===== src/rtl/nbc_pkg.sv =====
package nbc_pkg;
  localparam int ROW_W = 24;
  localparam logic [7:0] CMD_PAGE_READ = 8'h00;

  typedef enum logic [2:0] {
    ST_IDLE,
    ST_CMD,
    ST_CMD_SETTLE,
    ST_ADDR,
    ST_ADDR_SETTLE,
    ST_WAIT_RDY,
    ST_READ,
    ST_PAGE_END
  } nbc_state_e;
endpackage


===== src/rtl/nbc_sync.sv =====
module nbc_sync #(
  parameter int STAGES = 2
) (
  input  logic clk_i,
  input  logic rst_ni,
  input  logic async_i,
  output logic sync_o
);
  logic [STAGES-1:0] chain_q;

  generate
    for (genvar i = 0; i < STAGES; i++) begin : g_stage
      always_ff @(posedge clk_i or negedge rst_ni) begin
        if (!rst_ni) chain_q[i] <= 1'b0;
        else if (i == 0) chain_q[i] <= async_i;
        else chain_q[i] <= chain_q[(i == 0) ? 0 : i-1];
      end
    end
  endgenerate

  assign sync_o = chain_q[STAGES-1];
endmodule


===== src/rtl/nbc_settle.sv =====
module nbc_settle #(
  parameter int LIMIT = 20
) (
  input  logic clk_i,
  input  logic rst_ni,
  input  logic run_i,
  output logic expire_o
);
  localparam int CW = $clog2(LIMIT + 1);
  logic [CW-1:0] cnt_q;

  always_ff @(posedge clk_i or negedge rst_ni) begin
    if (!rst_ni)     cnt_q <= '0;
    else if (!run_i) cnt_q <= '0;
    else             cnt_q <= cnt_q + 1'b1;
  end

  assign expire_o = run_i && (cnt_q == CW'(LIMIT - 1));
endmodule


===== src/rtl/nbc_cursor.sv =====
module nbc_cursor
  import nbc_pkg::*;
#(
  parameter int AW         = 16,
  parameter int CNT_W      = 24,
  parameter int PAGE_BYTES = 512,
  localparam int WI_W      = $clog2(PAGE_BYTES)
) (
  input  logic             clk_i,
  input  logic             rst_ni,
  input  logic             load_i,
  input  logic             x16_i,
  input  logic [ROW_W-1:0] off_i,
  input  logic [AW-1:0]    dst_i,
  input  logic [CNT_W-1:0] cnt_i,
  input  logic             word_adv_i,
  input  logic             page_adv_i,
  output logic [7:0]       row_lo_o,
  output logic [7:0]       row_hi_o,
  output logic [AW-1:0]    dst_o,
  output logic             x16_o,
  output logic             last_page_o,
  output logic [WI_W-1:0]  last_word_o
);
  localparam int PW8  = PAGE_BYTES;
  localparam int PW16 = PAGE_BYTES / 2;

  logic [ROW_W-1:0] row_q;
  logic [CNT_W-1:0] remain_q;
  logic [AW-1:0]    dst_q;
  logic             x16_q;

  always_ff @(posedge clk_i or negedge rst_ni) begin
    if (!rst_ni) begin
      row_q    <= '0;
      remain_q <= '0;
      dst_q    <= '0;
      x16_q    <= 1'b0;
    end else if (load_i) begin
      row_q    <= x16_i ? {1'b0, off_i[ROW_W-1:1]} : off_i;
      remain_q <= cnt_i;
      dst_q    <= dst_i;
      x16_q    <= x16_i;
    end else begin
      if (word_adv_i) dst_q <= dst_q + 1'b1;
      if (page_adv_i) begin
        row_q    <= row_q + (x16_q ? ROW_W'(PW16) : ROW_W'(PW8));
        remain_q <= remain_q - CNT_W'(PAGE_BYTES);
      end
    end
  end

  assign row_lo_o    = row_q[15:8];
  assign row_hi_o    = row_q[23:16];
  assign dst_o       = dst_q;
  assign x16_o       = x16_q;
  assign last_page_o = remain_q < CNT_W'(PAGE_BYTES);
  assign last_word_o = x16_q ? WI_W'(PW16 - 1) : WI_W'(PW8 - 1);
endmodule


===== src/rtl/nand_boot_copier.sv =====
module nand_boot_copier
  import nbc_pkg::*;
#(
  parameter int AW         = 16,
  parameter int CNT_W      = 24,
  parameter int PAGE_BYTES = 512,
  parameter int SETTLE_CYC = 20,
  parameter int SYNC_STG   = 2
) (
  input  logic             clk_i,
  input  logic             rst_ni,
  input  logic             start_i,
  input  logic             x16_i,
  input  logic [23:0]      src_off_i,
  input  logic [AW-1:0]    dst_addr_i,
  input  logic [CNT_W-1:0] byte_cnt_i,
  output logic             done_o,
  output logic             nand_ce_no,
  output logic             nand_cle_o,
  output logic             nand_ale_o,
  output logic             nand_we_no,
  output logic             nand_re_no,
  output logic [15:0]      nand_dq_o,
  output logic             nand_dq_oe_o,
  input  logic [15:0]      nand_dq_i,
  input  logic             nand_rb_i,
  output logic             ram_we_o,
  output logic [AW-1:0]    ram_addr_o,
  output logic [15:0]      ram_wdata_o
);
  localparam int WI_W = $clog2(PAGE_BYTES);

  nbc_state_e     state_q;
  logic [1:0]     ph_q;
  logic [1:0]     aidx_q;
  logic [WI_W-1:0] widx_q;

  logic           rb_sync;
  logic           settle_run, settle_done;
  logic           load, word_adv, page_adv;
  logic [7:0]     row_lo, row_hi;
  logic [AW-1:0]  dst;
  logic           x16_act, last_page;
  logic [WI_W-1:0] last_word;

  assign settle_run = (state_q == ST_CMD_SETTLE) || (state_q == ST_ADDR_SETTLE);
  assign load       = (state_q == ST_IDLE) && start_i;
  assign word_adv   = (state_q == ST_READ) && (ph_q == 2'd2);
  assign page_adv   = (state_q == ST_PAGE_END);

  nbc_sync #(.STAGES(SYNC_STG)) u_rb_sync (
    .clk_i, .rst_ni, .async_i(nand_rb_i), .sync_o(rb_sync)
  );

  nbc_settle #(.LIMIT(SETTLE_CYC)) u_settle (
    .clk_i, .rst_ni, .run_i(settle_run), .expire_o(settle_done)
  );

  nbc_cursor #(.AW(AW), .CNT_W(CNT_W), .PAGE_BYTES(PAGE_BYTES)) u_cursor (
    .clk_i, .rst_ni,
    .load_i(load), .x16_i, .off_i(src_off_i), .dst_i(dst_addr_i), .cnt_i(byte_cnt_i),
    .word_adv_i(word_adv), .page_adv_i(page_adv),
    .row_lo_o(row_lo), .row_hi_o(row_hi), .dst_o(dst), .x16_o(x16_act),
    .last_page_o(last_page), .last_word_o(last_word)
  );

  always_ff @(posedge clk_i or negedge rst_ni) begin
    if (!rst_ni) begin
      state_q      <= ST_IDLE;
      ph_q         <= '0;
      aidx_q       <= '0;
      widx_q       <= '0;
      nand_ce_no   <= 1'b1;
      nand_cle_o   <= 1'b0;
      nand_ale_o   <= 1'b0;
      nand_we_no   <= 1'b1;
      nand_re_no   <= 1'b1;
      nand_dq_o    <= '0;
      nand_dq_oe_o <= 1'b0;
      ram_we_o     <= 1'b0;
      ram_addr_o   <= '0;
      ram_wdata_o  <= '0;
      done_o       <= 1'b0;
    end else begin
      ram_we_o <= 1'b0;
      done_o   <= 1'b0;
      unique case (state_q)
        ST_IDLE: begin
          if (start_i) begin
            nand_ce_no   <= 1'b0;
            nand_cle_o   <= 1'b1;
            nand_dq_o    <= {8'h00, CMD_PAGE_READ};
            nand_dq_oe_o <= 1'b1;
            ph_q         <= '0;
            state_q      <= ST_CMD;
          end
        end
        // write strobe: low in phases 1..2, high in phase 3
        ST_CMD: begin
          ph_q <= ph_q + 1'b1;
          if (ph_q == 2'd0) nand_we_no <= 1'b0;
          if (ph_q == 2'd2) nand_we_no <= 1'b1;
          if (ph_q == 2'd3) state_q <= ST_CMD_SETTLE;
        end
        ST_CMD_SETTLE: begin
          if (settle_done) begin
            nand_cle_o <= 1'b0;
            nand_ale_o <= 1'b1;
            nand_dq_o  <= '0;
            aidx_q     <= '0;
            ph_q       <= '0;
            state_q    <= ST_ADDR;
          end
        end
        ST_ADDR: begin
          ph_q <= ph_q + 1'b1;
          if (ph_q == 2'd0) nand_we_no <= 1'b0;
          if (ph_q == 2'd2) nand_we_no <= 1'b1;
          if (ph_q == 2'd3) begin
            if (aidx_q == 2'd2) begin
              state_q <= ST_ADDR_SETTLE;
            end else begin
              aidx_q    <= aidx_q + 1'b1;
              nand_dq_o <= {8'h00, (aidx_q == 2'd0) ? row_lo : row_hi};
            end
          end
        end
        ST_ADDR_SETTLE: begin
          if (settle_done) begin
            nand_ale_o   <= 1'b0;
            nand_dq_oe_o <= 1'b0;
            state_q      <= ST_WAIT_RDY;
          end
        end
        ST_WAIT_RDY: begin
          if (rb_sync) begin
            widx_q  <= '0;
            ph_q    <= '0;
            state_q <= ST_READ;
          end
        end
        // read strobe low in phases 1..2, sample at end of phase 2
        ST_READ: begin
          ph_q <= ph_q + 1'b1;
          if (ph_q == 2'd0) nand_re_no <= 1'b0;
          if (ph_q == 2'd2) begin
            nand_re_no  <= 1'b1;
            ram_we_o    <= 1'b1;
            ram_addr_o  <= dst;
            ram_wdata_o <= x16_act ? nand_dq_i : {8'h00, nand_dq_i[7:0]};
          end
          if (ph_q == 2'd3) begin
            if (widx_q == last_word) state_q <= ST_PAGE_END;
            else widx_q <= widx_q + 1'b1;
          end
        end
        ST_PAGE_END: begin
          if (last_page) begin
            nand_ce_no <= 1'b1;
            done_o     <= 1'b1;
            state_q    <= ST_IDLE;
          end else begin
            nand_cle_o   <= 1'b1;
            nand_dq_o    <= {8'h00, CMD_PAGE_READ};
            nand_dq_oe_o <= 1'b1;
            ph_q         <= '0;
            state_q      <= ST_CMD;
          end
        end
        default: state_q <= ST_IDLE;
      endcase
    end
  end
endmodule


===== config.mk =====
export PLATFORM = sky130hd
export DESIGN_NAME = nand_boot_copier
export DESIGN_NICKNAME = d
export VERILOG_FILES = /design/src/rtl/nbc_pkg.sv /design/src/rtl/nbc_sync.sv /design/src/rtl/nbc_settle.sv /design/src/rtl/nbc_cursor.sv /design/src/rtl/nand_boot_copier.sv
export SDC_FILE = /design/constraint.sdc
export NUM_CORES = 1
export LEC_CHECK = 0
export BUFFER_PORTS_ARGS = -buffer_cell sky130_fd_sc_hd__buf_2
export CORE_MARGIN = 2
export CORE_UTILIZATION = 25
export CTS_BUF_LIST = sky130_fd_sc_hd__clkbuf_4
export DETAILED_ROUTE_END_ITERATION = 8
export PLACE_DENSITY_LB_ADDON = 0.12
export SLEW_MARGIN = 20
export SYNTH_ARGS = -nofsm -noshare
export SYNTH_HDL_FRONTEND = slang
export SYNTH_SLANG_ARGS = --single-unit

===== constraint.sdc =====
create_clock -name clk_i -period 4.7 [get_ports clk_i]
set_clock_uncertainty 0.2 [all_clocks]
set_input_delay 0.705 -clock clk_i [delete_from_list [all_inputs] [get_ports clk_i]]
set_output_delay 0.705 -clock clk_i [all_outputs]
set_load 0.02 [all_outputs]

==> flow_metrics.env, run 1 <==
export IMPL_grt_pass1_vias=5292
export IMPL_layout_min_cycle_time_ns=3.43
export IMPL_totalNegativeSetupSlack_ns=0
export IMPL_async_flop_share_pct=100
export IMPL_p_sw_share_pct=38.8
export IMPL_setup_worst_path_end_class="register"
export IMPL_post_cts_buffers=0
export IMPL_synth_edf_count=0
export IMPL_area_growth_pct=19.0
export IMPL_intPower_mw=2.21
export IMPL_grt_usage_pct=12.9
export IMPL_drv_slew=0
export IMPL_ys_types=64
export IMPL_die_w_um=162
export IMPL_p_per_area_nw_per_um2=486
export IMPL_grt_pass1_wl_mm=26.9
export IMPL_crit_type="reg -> reg"
export IMPL_hold_class="in -> async"
export IMPL_core_sq_um=24400
export IMPL_synth_seq_cells=119
export IMPL_drive_gt1_share_pct=23.6
export IMPL_ant_nets=0
export IMPL_dr_pass1_iters=4
export IMPL_final_period_utilization_pct=73.1
export IMPL_yosysTopAreaCell="dfrtp_1"
export IMPL_start_kind="register"
export IMPL_ys_seq_area_share_pct=47.8
export IMPL_cts_buffer_depth=2
export IMPL_cp_max_fo=41
export IMPL_synth_xor_area_share_pct=4.92
export IMPL_grt_max_degree=70
export IMPL_antenna_found_initial=1
export IMPL_rsz0062_at_grt="false"
export IMPL_yosys_mux_area_fraction_pct=5.66
export IMPL_wire_per_inst_um=14.7
export IMPL_final_nets=869
export IMPL_slowest_delay_ns=0.65
export IMPL_synthCells=666
export IMPL_cts_root_buffer="clkbuf_4"
export IMPL_port_buffer_count=115
export IMPL_netlist_top_cells_area="dfrtp_1 (47%), nand2_1 (9.3%), mux2i_1 (3.4%), nor2_1 (2.9%), xor2_1 (2.5%)"
export IMPL_max_freq_mhz=291
export IMPL_cts_buffers=17
export IMPL_setup_viol_count_final=0
export IMPL_io_pins=141
export IMPL_wl_mm=16.3
export IMPL_syn_area_sq_um=6230
export IMPL_drc=0
export IMPL_synth_top_area_share_pct=46.6
export IMPL_cts_resized=0
export IMPL_tightest_slew_ns=0.943
export IMPL_synth_area_per_cell_sq_um=9.36
export IMPL_ctsHoldBuffers=0
export IMPL_run_status="complete, no violations"
export IMPL_synth_top_family_by_area="simple AND/OR/NAND/NOR gates"
export IMPL_num_vias=5101
export IMPL_die_y_um=162
export IMPL_power_frac_comb_pct=31.7
export IMPL_grt_overflow=0
export IMPL_htreeDepth=4
export IMPL_maxSlewHeadroom_pct=37.1
export IMPL_critPathRequiredTime_ns=4.89
export IMPL_viasPerCell=4.59
export IMPL_critPathSlowestCell="dfrtp_1"
export IMPL_synthSimpleGateAreaFrac_pct=23.0
export IMPL_worstPathArrival_ns=3.62
export IMPL_synthAdderAreaFrac_pct=2.53
export IMPL_p_clk_share_pct=22.9
export IMPL_initial_core_util_pct=25.6
export IMPL_num_rows=57
export IMPL_fill_cells=2630
export IMPL_hpwl_mm=11.6
export IMPL_p_leak_nw=3.45
export IMPL_synth_compound_area_share_pct=11.8
export IMPL_gp_congestion=0.792
export IMPL_netSwitchingPower_mw=1.40
export IMPL_cts_tree="done"
export IMPL_clk_latency_ns=0.53
export IMPL_r2r_cells=8
export IMPL_synth_main_ff_cell="dfrtp_1"
export IMPL_vdd_drop_max_uv=165
export IMPL_drt_iter0_drc=194
export IMPL_clock_sinks=119
export IMPL_crit_chain="and3b_1 > nand2_1 > buf_4 > inv_2 > nand4_1 > nor2_1 > xnor2_1 > o21ai_0"
export IMPL_mostFrequentLayoutCells="nand2_1 (155), dfrtp_1 (116), buf_2 (114)"
export IMPL_cap_violations=0
export IMPL_ys_warn_count=0
export IMPL_final_core_util_pct=30.4
export IMPL_dieArea_sq_um=26200
export IMPL_clkSlewWorstSetupHoldPaths_ns=0.12
export IMPL_pwr_share_seq_pct=45.3
export IMPL_final_common_cell="nand2_1"
export IMPL_hold_viol=0
[power groups by stage]
stage                     clock (mW)  combinational, mW  sequential [mW]
final                          0.827               1.14             1.63
after global routing           0.906               1.30             1.70
after CTS                      0.871               1.16             1.63
after detailed placement           0               1.16             1.65
after global placement             0               1.14             1.64
after floorplan                    0              0.846             1.61
[synthesized netlist by cell type, types with 5 or more instances]
master	n
nand3_1	31
nand2_1	155
a22o_1	6
xor2_1	18
xnor2_1	17
and2_1	6
a211oi_1	7
mux2_4	8
clkbuf_1	11
ha_1	11
nor2_1	48
o22ai_1	5
mux2i_1	21
a221o_1	8
o21ai_0	25
nand4_1	10
buf_4	10
a21oi_1	21
nor2b_1	5
buf_1	12
nand2b_1	6
inv_1	13
and3_1	11
o211ai_1	5
o21ai_1	5
dfrtp_1	116
buf_2	9
nor3_1	5
[area by class of cell]
cell class	count	area (sq um)	share of cell area [%]
Antenna cell	2	5.00	0.0675
Clock buffer	17	128	1.72
Clock inverter	15	191	2.58
Inverter	14	52.6	0.709
Multi-Input combinational cell	498	3020	40.8
Sequential cell	119	2980	40.2
Tap cell	324	405	5.47
Timing Repair Buffer	122	631	8.50
[worst paths after layout]
kind | from | to | slack (ns)
setup / recovery | state_q[0]$_DFFE_PN0P_ | u_cursor.dst_o[13]$_DFFE_PN0P_ | 1.27
hold / removal | rst_ni | u_cursor.remain_q[14]$_DFFE_PN0P_ | 0.11
setup reg to reg | state_q[0]$_DFFE_PN0P_ | u_cursor.dst_o[13]$_DFFE_PN0P_ | 1.27
hold reg to reg | u_rb_sync.chain_q[0]$_DFF_PN0_ | u_rb_sync.sync_o$_DFF_PN0_ | 0.16
max in group asynchronous | rst_ni | nand_ce_no$_DFFE_PN1P_ | 3.22
min in group clk_i | nand_rb_i | u_rb_sync.chain_q[0]$_DFF_PN0_ | 0.11
[logic make-up after synthesis]
group                      count (synthesis)
AOI/OAI and AO/OA                        107
xor gates and xnor gates                  35
adders and majority gates                 12
buffers and inverters                     56
DFF                                      119
muxes                                     31
other                                      1
and+or+nand+nor                          305
[routing by layer]
| layer | vias up | GRT usage, % | wire length, um |
|---|---|---|---|
| li1 | 2507 | - | - |
| met1 | 2465 | 16.4 | 7770 |
| met2 | 115 | 21.1 | 7600 |
| met3 | 14 | 3.27 | 626 |
| met4 | 0 | 4.79 | 278 |
| met5 | - | 0 | 0 |
[metrics by stage]
stage / instance area [sq um] / std cells / hold slack (ns) / total power, mW / setup WS, ns
2_1_floorplan: 6260 / 673 / 0.131 / 2.46 / 2.57
5_1_grt: 7420 / 1111 / 0.0473 / 3.90 / 0.919
6_report: 7420 / 1111 / 0.109 / 3.61 / 1.27
3_3_place_gp: 7090 / 1077 / 0.148 / 2.78 / 1.28
3_5_place_dp: 7090 / 1077 / 0.142 / 2.81 / 1.26
4_1_cts: 7410 / 1109 / 0.0475 / 3.67 / 1.24
[worst max-delay path, delay by kind of cell (launching register included)]
| kind | cells | cell delay [ns] |
|---|---|---|
| DFF | 1 | 0.65 |
| buffers and inverters | 2 | 0.84 |
| and+or+nand+nor | 4 | 1.36 |
| AOI/OAI and AO/OA | 1 | 0.09 |
| xor gates and xnor gates | 1 | 0.13 |
[flip-flops by register name, summed over array words and instances, names as in the netlist, 5 cells and up]
name,cells
u_cursor.dst_o,16
u_cursor.remain_q,15
ram_addr_o,16
u_settle.cnt_q,5
nand_dq_o,8
u_cursor.row_q,16
widx_q,9
ram_wdata_o,16
Power figures use the tool's default switching activity.
==> inputs of run 2 (changes only) <==
ABC_AREA = 1   (was unset)
clock period = 3.1 ns   (was 4.7 ns; I/O delays follow)
==> run 2 against run 1 <==
  * Setup slack lost 0.51 ns
  * Die area up 7.5%
  * Sequential cell count is the same
  * Via count up 21%
  * Critical path type unchanged
  * Largest power group is now combinational logic
==> flow_metrics.env, run 2 <==
export IMPL_run_status="complete, no violations"
export IMPL_yosysTopAreaCell="dfrtp_1"
export IMPL_ys_top_cells_by_count="nand2_1 (309), dfrtp_1 (116), nor2_1 (97)"
export IMPL_dp_slack_ns=0.684
export IMPL_hpwl_mm=13.8
export IMPL_clk_latency_ns=0.53
export IMPL_num_vias=6154
export IMPL_slowest_delay_ns=0.55
export IMPL_rsz0062_at_grt="false"
export IMPL_drive_gt1_share_pct=17.8
export IMPL_cap_violations=0
export IMPL_whs_ns=0.0657
export IMPL_p_leak_nw=4.16
export IMPL_cts_buffer_depth=2
export IMPL_clock_sinks=119
export IMPL_crit_type="reg -> reg"
export IMPL_initial_core_util_pct=25.6
export IMPL_synth_most_common_cell="nand2_1"
export IMPL_ant_nets=0
export IMPL_grt_overflow=0
export IMPL_grt_pass1_wl_mm=31.5
export IMPL_instances_no_fill=1413
export IMPL_place_inst=1331
export IMPL_fill_cells=2832
export IMPL_p_sw_share_pct=47.3
export IMPL_netSwitchingPower_mw=3.33
export IMPL_vdd_drop_max_uv=221
export IMPL_seq_area_sq_um=2980
export IMPL_hold_viol=0
export IMPL_core_sq_um=26200
export IMPL_wl_mm=19.3
export IMPL_port_buffer_count=115
export IMPL_intPower_mw=3.71
export IMPL_critPathRequiredTime_ns=3.33
export IMPL_final_common_cell="nand2_1"
export IMPL_cts_tree="done"
export IMPL_synth_seq_cells=119
export IMPL_viasPerCell=4.36
export IMPL_setup_viol_count_final=0
export IMPL_die_w_um=168
export IMPL_grt_max_degree=49
export IMPL_layout_min_cycle_time_ns=2.34
export IMPL_tightest_slew_ns=0.821
export IMPL_syn_area_sq_um=6710
export IMPL_drc=0
export IMPL_dieArea_sq_um=28200
export IMPL_multi_input_area_sq_um=3200
export IMPL_clkSlewWorstSetupHoldPaths_ns=0.15
export IMPL_async_flop_share_pct=100
export IMPL_cts_buffers=17
export IMPL_ys_seq_area_share_pct=44.4
export IMPL_synth_top_area_share_pct=43.2
export IMPL_netlist_top_cells_area="dfrtp_1 (43%), nand2_1 (17%), nor2_1 (5.4%), inv_1 (4.2%), nand3_1 (4.2%)"
export IMPL_synth_area_per_cell_sq_um=7.44
export IMPL_gp_congestion=0.780
export IMPL_worstPathArrival_ns=2.58
export IMPL_io_pins=141
export IMPL_synth_edf_count=0
export IMPL_hold_class="in -> reg"
export IMPL_die_y_um=168
export IMPL_setup_worst_path_end_class="register"
export IMPL_setup_ws_ns=0.756
export IMPL_cp_max_fo=23
export IMPL_max_freq_mhz=427
export IMPL_drt_iter0_drc=333
export IMPL_final_nets=1159
export IMPL_pwr_share_seq_pct=38.1
export IMPL_cts_root_buffer="clkbuf_4"
export IMPL_htreeDepth=4
export IMPL_crit_chain="nor2_8 > nand2_4 > nor2_2 > buf_4 > nor2_1 > inv_1 > nor2_1 > nand3_1 > nand3_1"
export IMPL_start_kind="register"
export IMPL_final_period_utilization_pct=75.6
export IMPL_wire_per_inst_um=13.7
export IMPL_synthCells=902
export IMPL_power_frac_comb_pct=46.0
export IMPL_grt_usage_pct=14.1
export IMPL_drv_slew=0
export IMPL_ys_warn_count=0
export IMPL_antenna_found_initial=1
export IMPL_synth_main_ff_cell="dfrtp_1"
export IMPL_p_per_area_nw_per_um2=843
export IMPL_critPathSlowestCell="dfrtp_1"
export IMPL_maxSlewHeadroom_pct=45.2
export IMPL_p_clk_share_pct=15.9
export IMPL_mostFrequentLayoutCells="nand2_1 (309), dfrtp_1 (116), buf_2 (114)"
export IMPL_ys_types=44
export IMPL_num_rows=59
export IMPL_grt_pass1_vias=5928
export IMPL_dr_pass1_iters=4
export IMPL_area_growth_pct=24.5
export IMPL_totalNegativeSetupSlack_ns=0
export IMPL_post_cts_buffers=0
export IMPL_cts_resized=0
==> run 2: through the flow <==
step                power (mW)  area (sq um)  utilization [%]
global placement          5.95          7600             29.0
global route              7.75          8350             31.9
detailed placement        5.96          7610             29.0
floorplan                 4.98          6740                -
CTS                       7.18          8350             31.9
finish                    7.04          8350             31.9
==> run 2: power groups by stage <==
| stage | Clock, mW | Sequential (mW) | Combinational [mW] |
|---|---|---|---|
| 3_5_place_dp | 0 | 2.72 | 3.24 |
| 3_3_place_gp | 0 | 2.72 | 3.23 |
| 6_report | 1.12 | 2.68 | 3.24 |
| 2_1_floorplan | 0 | 2.88 | 2.10 |
| 4_1_cts | 1.19 | 2.69 | 3.30 |
| 5_1_grt | 1.26 | 2.78 | 3.72 |
==> run 2: final cells by class <==
type,count,area share [%]
Sequential cell,119,35.7
Clock inverter,15,1.71
Tap cell,335,5.02
Multi-Input combinational cell,668,38.3
Clock buffer,17,1.53
Timing Repair Buffer,175,14.0
Antenna cell,3,0.0899
Inverter,81,3.64
==> run 2: what timing repair did <==
item,in CTS,in global routing
endpoints found under the hold margin,84,0
setup endpoints to repair,0,0
hold buffers,47,0
==> run 2: worst max-delay path: cells and delay by family, from the launching register on <==
family | cells | cell delay [ns]
buffers and inverters | 2 | 0.48
flip-flops | 1 | 0.55
AND/OR/NAND/NOR | 7 | 1.04
==> run 2: kinds of logic after synthesis <==
logic type	after synthesis	share of synthesized area (%)
adders and majority gates	12	2.35
DFF	119	44.4
and+or+nand+nor	507	31.8
buffers and inverters	122	8.33
muxes	2	0.335
AOI/OAI and AO/OA	119	10.1
other	1	0.0559
xor gates and xnor gates	20	2.61
==> run 2: metal layers <==
| layer | vias to the layer above | GRT usage, % | routed length [um] |
|---|---|---|---|
| li1 | 3202 | - | - |
| met1 | 2832 | 19.7 | 9780 |
| met2 | 112 | 22.7 | 8940 |
| met3 | 8 | 2.26 | 512 |
| met4 | 0 | 4.20 | 119 |
| met5 | - | 0 | 0 |
==> run 2: path summary, 6_finish.rpt <==
kind                                                start                                 to  slack (ns)  depth (start not counted)
max in group asynchronous                          rst_ni             nand_re_no$_DFFE_PN1P_        1.73                          3
max                                state_q[2]$_DFFE_PN0P_  u_cursor.remain_q[23]$_DFFE_PN0P_        0.76                          9
min reg2reg                u_rb_sync.chain_q[0]$_DFF_PN0_         u_rb_sync.sync_o$_DFF_PN0_        0.16                          0
max reg2reg                        state_q[2]$_DFFE_PN0P_  u_cursor.remain_q[23]$_DFFE_PN0P_        0.76                          9
min                                         src_off_i[14]     u_cursor.row_q[13]$_DFFE_PN0P_        0.07                          5
min in group asynchronous                          rst_ni  u_cursor.remain_q[20]$_DFFE_PN0P_        0.27                          2
